## src/rtl/tick_timer_pkg.sv

```systemverilog
package tick_timer_pkg;

    localparam int unsigned BUS_W = 32;

    // Register byte offsets
    localparam logic [3:0] OFS_CTRL    = 4'h0;
    localparam logic [3:0] OFS_RELOAD  = 4'h4;
    localparam logic [3:0] OFS_CURRENT = 4'h8;
    localparam logic [3:0] OFS_CALIB   = 4'hC;

    // Control/status bit positions
    localparam int unsigned BIT_RUN    = 0;
    localparam int unsigned BIT_IRQEN  = 1;
    localparam int unsigned BIT_CORE   = 2;
    localparam int unsigned BIT_WRAP   = 16;

    typedef struct packed {
        logic core_clk;   // 1: own clock, 0: external reference
        logic irq_en;
        logic run;
    } ctl_t;

endpackage

```

## src/rtl/tick_ref_sync.sv

```systemverilog
module tick_ref_sync #(
    parameter int unsigned SYNC_STAGES = 2
) (
    input  logic clk,
    input  logic rst_n,
    input  logic ref_in,
    output logic ref_pulse
);
    localparam int unsigned PIPE_W = SYNC_STAGES + 1;

    typedef struct packed {
        logic [PIPE_W-1:0] pipe;
    } sync_st_t;

    sync_st_t st_d, st_q;

    always_comb begin
        st_d      = st_q;
        st_d.pipe = {st_q.pipe[PIPE_W-2:0], ref_in};
    end

    always_ff @(posedge clk or negedge rst_n) begin
        if (!rst_n) st_q <= '0;
        else        st_q <= st_d;
    end

    // Rising edge seen at the end of the synchronizer
    assign ref_pulse = st_q.pipe[SYNC_STAGES-1] & ~st_q.pipe[SYNC_STAGES];
endmodule

```

## src/rtl/tick_regs.sv

```systemverilog
module tick_regs
    import tick_timer_pkg::*;
#(
    parameter int unsigned CNT_W = 24
) (
    input  logic             clk,
    input  logic             rst_n,
    input  logic             ctrl_we,
    input  logic             reload_we,
    input  logic [BUS_W-1:0] wdata,
    output ctl_t             ctl,
    output logic [CNT_W-1:0] reload
);
    typedef struct packed {
        ctl_t             ctl;
        logic [CNT_W-1:0] reload;
    } reg_st_t;

    reg_st_t st_d, st_q;

    always_comb begin
        st_d = st_q;
        if (ctrl_we) begin
            st_d.ctl.run      = wdata[BIT_RUN];
            st_d.ctl.irq_en   = wdata[BIT_IRQEN];
            st_d.ctl.core_clk = wdata[BIT_CORE];
        end
        if (reload_we) st_d.reload = wdata[CNT_W-1:0];
    end

    always_ff @(posedge clk or negedge rst_n) begin
        if (!rst_n) st_q <= '0;
        else        st_q <= st_d;
    end

    assign ctl    = st_q.ctl;
    assign reload = st_q.reload;
endmodule

```

## src/rtl/tick_counter.sv

```systemverilog
module tick_counter #(
    parameter int unsigned CNT_W = 24
) (
    input  logic             clk,
    input  logic             rst_n,
    input  logic             count_en,
    input  logic             clear,
    input  logic             flag_clr,
    input  logic             irq_en,
    input  logic [CNT_W-1:0] reload_val,
    output logic [CNT_W-1:0] count,
    output logic             flag,
    output logic             irq_pulse
);
    localparam logic [CNT_W-1:0] CNT_ZERO = '0;
    localparam logic [CNT_W-1:0] CNT_ONE  = CNT_W'(1);

    typedef struct packed {
        logic [CNT_W-1:0] cnt;
        logic             flag;
        logic             irq;
    } cnt_st_t;

    cnt_st_t st_d, st_q;

    always_comb begin
        st_d     = st_q;
        st_d.irq = 1'b0;
        if (clear) begin
            // Zero count doubles as the pending-reload marker
            st_d.cnt  = CNT_ZERO;
            st_d.flag = 1'b0;
        end else begin
            if (flag_clr) st_d.flag = 1'b0;
            if (count_en) begin
                if (st_q.cnt == CNT_ZERO) begin
                    st_d.cnt = reload_val;
                end else begin
                    st_d.cnt = st_q.cnt - CNT_ONE;
                    if (st_q.cnt == CNT_ONE) begin
                        st_d.flag = 1'b1;
                        st_d.irq  = irq_en;
                    end
                end
            end
        end
    end

    always_ff @(posedge clk or negedge rst_n) begin
        if (!rst_n) st_q <= '0;
        else        st_q <= st_d;
    end

    assign count     = st_q.cnt;
    assign flag      = st_q.flag;
    assign irq_pulse = st_q.irq;
endmodule

```

## src/rtl/tick_timer.sv

```systemverilog
module tick_timer
    import tick_timer_pkg::*;
#(
    parameter int unsigned  CNT_W       = 24,
    parameter int unsigned  ADDR_W      = 4,
    parameter int unsigned  SYNC_STAGES = 2,
    parameter logic [31:0]  CAL_VALUE   = 32'h4000_2710
) (
    input  logic              clk,
    input  logic              rst_n,
    input  logic              bus_sel,
    input  logic              bus_wr,
    input  logic [ADDR_W-1:0] bus_addr,
    input  logic [31:0]       bus_wdata,
    output logic [31:0]       bus_rdata,
    input  logic              ext_ref,
    output logic              irq
);
    localparam logic [ADDR_W-1:0] A_CTRL    = ADDR_W'(OFS_CTRL);
    localparam logic [ADDR_W-1:0] A_RELOAD  = ADDR_W'(OFS_RELOAD);
    localparam logic [ADDR_W-1:0] A_CURRENT = ADDR_W'(OFS_CURRENT);
    localparam logic [ADDR_W-1:0] A_CALIB   = ADDR_W'(OFS_CALIB);

    logic             wr_acc, rd_acc;
    logic             ctrl_we, reload_we, cur_we, ctrl_rd;
    logic             ref_pulse, count_en;
    ctl_t             ctl_q;
    logic [CNT_W-1:0] reload_val, cur_val;
    logic             flag_val;

    assign wr_acc    = bus_sel &  bus_wr;
    assign rd_acc    = bus_sel & ~bus_wr;
    assign ctrl_we   = wr_acc && (bus_addr == A_CTRL);
    assign reload_we = wr_acc && (bus_addr == A_RELOAD);
    assign cur_we    = wr_acc && (bus_addr == A_CURRENT);
    assign ctrl_rd   = rd_acc && (bus_addr == A_CTRL);

    tick_ref_sync #(.SYNC_STAGES(SYNC_STAGES)) u_sync (
        .clk       (clk),
        .rst_n     (rst_n),
        .ref_in    (ext_ref),
        .ref_pulse (ref_pulse)
    );

    tick_regs #(.CNT_W(CNT_W)) u_regs (
        .clk       (clk),
        .rst_n     (rst_n),
        .ctrl_we   (ctrl_we),
        .reload_we (reload_we),
        .wdata     (bus_wdata),
        .ctl       (ctl_q),
        .reload    (reload_val)
    );

    assign count_en = ctl_q.run & (ctl_q.core_clk | ref_pulse);

    tick_counter #(.CNT_W(CNT_W)) u_cnt (
        .clk        (clk),
        .rst_n      (rst_n),
        .count_en   (count_en),
        .clear      (cur_we),
        .flag_clr   (ctrl_rd),
        .irq_en     (ctl_q.irq_en),
        .reload_val (reload_val),
        .count      (cur_val),
        .flag       (flag_val),
        .irq_pulse  (irq)
    );

    always_comb begin
        bus_rdata = '0;
        if (rd_acc) begin
            if (bus_addr == A_CTRL) begin
                bus_rdata[BIT_RUN]   = ctl_q.run;
                bus_rdata[BIT_IRQEN] = ctl_q.irq_en;
                bus_rdata[BIT_CORE]  = ctl_q.core_clk;
                bus_rdata[BIT_WRAP]  = flag_val;
            end else if (bus_addr == A_RELOAD) begin
                bus_rdata[CNT_W-1:0] = reload_val;
            end else if (bus_addr == A_CURRENT) begin
                bus_rdata[CNT_W-1:0] = cur_val;
            end else if (bus_addr == A_CALIB) begin
                bus_rdata = CAL_VALUE;
            end
        end
    end
endmodule

```

## config.mk

```make
export PLATFORM = sky130hd
export DESIGN_NAME = tick_timer
export DESIGN_NICKNAME = d
export VERILOG_FILES = /design/src/rtl/tick_timer_pkg.sv /design/src/rtl/tick_ref_sync.sv /design/src/rtl/tick_regs.sv /design/src/rtl/tick_counter.sv /design/src/rtl/tick_timer.sv
export SDC_FILE = /design/constraint.sdc
export NUM_CORES = 1
export LEC_CHECK = 0
export ABC_AREA = 1
export BUFFER_PORTS_ARGS = -buffer_cell sky130_fd_sc_hd__buf_2
export CAP_MARGIN = 20
export CELL_PAD_IN_SITES_DETAIL_PLACEMENT = 1
export CELL_PAD_IN_SITES_GLOBAL_PLACEMENT = 2
export CORE_MARGIN = 2
export CORE_UTILIZATION = 30
export CTS_BUF_LIST = sky130_fd_sc_hd__clkbuf_16
export CTS_CLUSTER_DIAMETER = 200
export CTS_CLUSTER_SIZE = 25
export DETAILED_ROUTE_END_ITERATION = 6
export PLACE_DENSITY = 0.8
export SYNTH_ARGS = -nofsm -noshare
export SYNTH_HDL_FRONTEND = slang
export SYNTH_SLANG_ARGS = --single-unit
```

## constraint.sdc

```tcl
create_clock -name clk -period 2.2 [get_ports clk]
set_clock_uncertainty 0.2 [all_clocks]
set_input_delay 0 -clock clk [delete_from_list [all_inputs] [get_ports clk]]
set_output_delay 0 -clock clk [all_outputs]
set_load 0.005 [all_outputs]
```

==> reports/summary.txt <==
status = finished, final reports clean
Worst Reg-to-Reg Cells = 9
critical path arrival = 2.03 ns
die area = 13200 µm²
RSZ-0062 raised after global routing = false
Buf/Inv on CP = 1
Netlist Area Pre-Place = 3680 µm²
clk_lat worst skew = 0.30 ns
fraction of layout cells with a size suffix above 1 = 16.6%
I/O pins = 74
WHS = 0.0111 ns
Crit Path Class = reg2reg
CTS H-tree lvls = 2
Pleak = 2.38 nW
Area Growth Syn to Fin = 24.5%
Area contributors post-synth = dfrtp_1 38%, nand2_1 17%, nand3_1 8.3%
nets@finish = 670
I/O Buffers = 58
synth unique cells = 31
hold path depth = 5
Setup crit start kind = register
power per cell area = 1100 nW/µm²
Synth Flop Type = dfrtp_1
CP dominant cell by count = nand2_1
instance count of the mapped netlist = 541
maxcap violations = 0
sequential-to-total area share from yosys stat = 38.0%
drt drc = 0
async set-reset flop share out of synthesis = 100%
TritonCTS buffer count = 5
delay-heaviest family, CP = simple AND/OR/NAND/NOR gates
r2r setup slk = 0.17 ns
clk buf depth = 2
critical path peak fanout = 13
CP required = 2.20 ns
Tmin final = 2.03 ns
number of flops mapped to enable cells by yosys = 0
Placer Congestion = 0.867
diode count = 0
All-Layer GR Usage = 20.4%
Rel. slew slack = 49.2%
clock tree sinks = 56
setup TNS = 0 ns
pin count of the biggest net entering global routing = 49
Worst path depth = 9
crit path launch = u_cnt.count[0]
worst reg2reg path startpoint = u_cnt.count[0]
crit path to = u_cnt.count[18]
Final Non-Filler Cells = 773
die height = 115 µm
reg-to-reg endpoint = u_cnt.count[18]
HP Class = in2reg
initial core utilization = 30.7%
Die Wd = 115 µm
Slew @ Worst Pin = 0.761 ns
CP max stage delay = 0.43 ns
DR pass1 iterations = 4
Starting DRT DRC Count = 217
Core ar. = 12000 µm²
Site Rows = 40
Slew Limit Fails = 0
global-route wire length before repair = 21.2 mm
Cells after DPL = 737
vias in the first global route = 4111
syn_area_per_cell = 6.81 µm²
final hold vios = 0
Worst path slowest cell = dfrtp_1
grt ovf = 0
TritonCTS clock tree = yes
antenna violations before repair = 0
Routed Antenna Nets = 0
Tcrit/Tclk final = 92.2%
Synth warnings = 0
setup violators final = 0
FF+latch count, synth = 56
critical path, cell by cell = inv_1 > ha_1 > nand2_1 > nor2_4 > nand3_1 > nand2_1 > nand3_1 > nand2_1 > nand2_1
routed vias/inst = 4.86
crit end category = register
top-area cell type share of the netlist area = 38.0%
routed vias = 3757
post-DP HPWL = 9.15 mm
Total Wirelength = 12.8 mm
Peak VDD IR = 0.323 mV
fmax = 493 MHz
clk root buf = clkbuf_16
Worst-path clk slew = 0.08 ns
Synth area leader = dfrtp_1
WL per Instance = 16.5 µm
power after layout = 5.06 mW
Setup Fix Bufs, Post-CTS = 0
-- layout by cell type, fill, tap and decap left out, types with 5 or more instances in the layout --
master and count:
nand3_1 61, inv_1 59, clkbuf_16 5, o21ai_0 14, nand4_1 7, dfrtp_1 56, nand2_1 162, nor2_2 8
nor2_1 56, a21oi_1 50, buf_2 58, a211oi_1 5, buf_4 10, dlygate4sd3_1 28, conb_1 7
-- layer usage --
layer / global-route usage [%] / wire length, µm / up-vias
li1: - / - / 1868
met1: 29.4 / 6450 / 1806
met2: 33.5 / 5830 / 72
met3: 1.79 / 325 / 11
met4: 4.90 / 165 / 0
met5: 0 / 0 / -
-- Yosys cell counts (3+ instances only) --
cell	instances
inv_1	60
nand3_1	61
nand3b_1	3
buf_6	6
nand2_1	162
clkbuf_1	6
a21oi_1	50
nor2_1	56
buf_2	4
dfrtp_1	56
xor2_1	3
ha_1	3
nand2_2	4
xnor2_1	3
buf_4	9
nor2_2	8
nand3_2	3
a211oi_1	5
o21ai_0	15
nand4_1	7
nor2_4	4
-- registers in the layout, summed over array words and instances, names as in the netlist --
register,cells
u_cnt.count,24
u_regs.reload,24
u_regs.ctl,3
u_sync.st_q,3
u_cnt.flag,1
u_cnt.irq_pulse,1
-- cell families after synthesis --
kind of cell / after synthesis / synth area share, %
and+or+nand+nor: 313 / 37.7
buffers and inverters: 90 / 11.5
AOI/OAI and AO/OA: 72 / 10.2
DFF: 56 / 38.0
xor gates and xnor gates: 6 / 1.43
adders and majority gates: 3 / 1.02
other: 1 / 0.102
-- where the power goes --
part	total, mW	switching (mW)	internal [mW]	leakage (nW)
Sequential	1.63	0.337	1.30	0.672
Combinational	2.38	1.59	0.792	1.62
Clock	1.04	0.394	0.647	0.0899
-- per-stage QoR --
stage | cell area (µm²) | setup slack [ns] | utilization, %
after detailed placement | 4110 | 0.185 | 34.2
after global placement | 4110 | 0.230 | 34.2
final | 4590 | 0.172 | 38.2
after CTS | 4580 | 0.166 | 38.1
after floorplan | 3710 | 0.466 | -
after global routing | 4590 | 0.00107 | 38.2
-- worst min-delay path, stage by stage --
cell and delay, ns:
buf_2 0.09, nor2_1 0.08, nand2_1 0.11, nand2_1 0.06
a21oi_1 0.13
-- timing repair --
action | CTS | global route
hold endpoints to repair | 85 | 0
hold buffers | 28 | 0
gates resized for setup | 0 | 3
endpoints found under the setup margin | 0 | 2
-- how the worst min path moves through the flow --
stage | start | to
after detailed placement | rst_n | u_sync.st_q[0]
after global placement | rst_n | u_sync.st_q[0]
final | bus_wr | u_cnt.flag
after CTS | bus_wr | u_cnt.flag
after floorplan | rst_n | u_cnt.count[0]
after global routing | bus_wr | u_cnt.flag
-- final cells by class --
class                      instances  area, µm²
inverter                          63        243
clock buffer                       5        125
multi-input combinational        401       1880
clock inverter                     2       60.1
fill                            1563       7420
timing repair inverter             1       7.51
tap                              147        184
sequential                        56       1400
timing repair buffer              98        686
(Power assumes the default switching activity.)
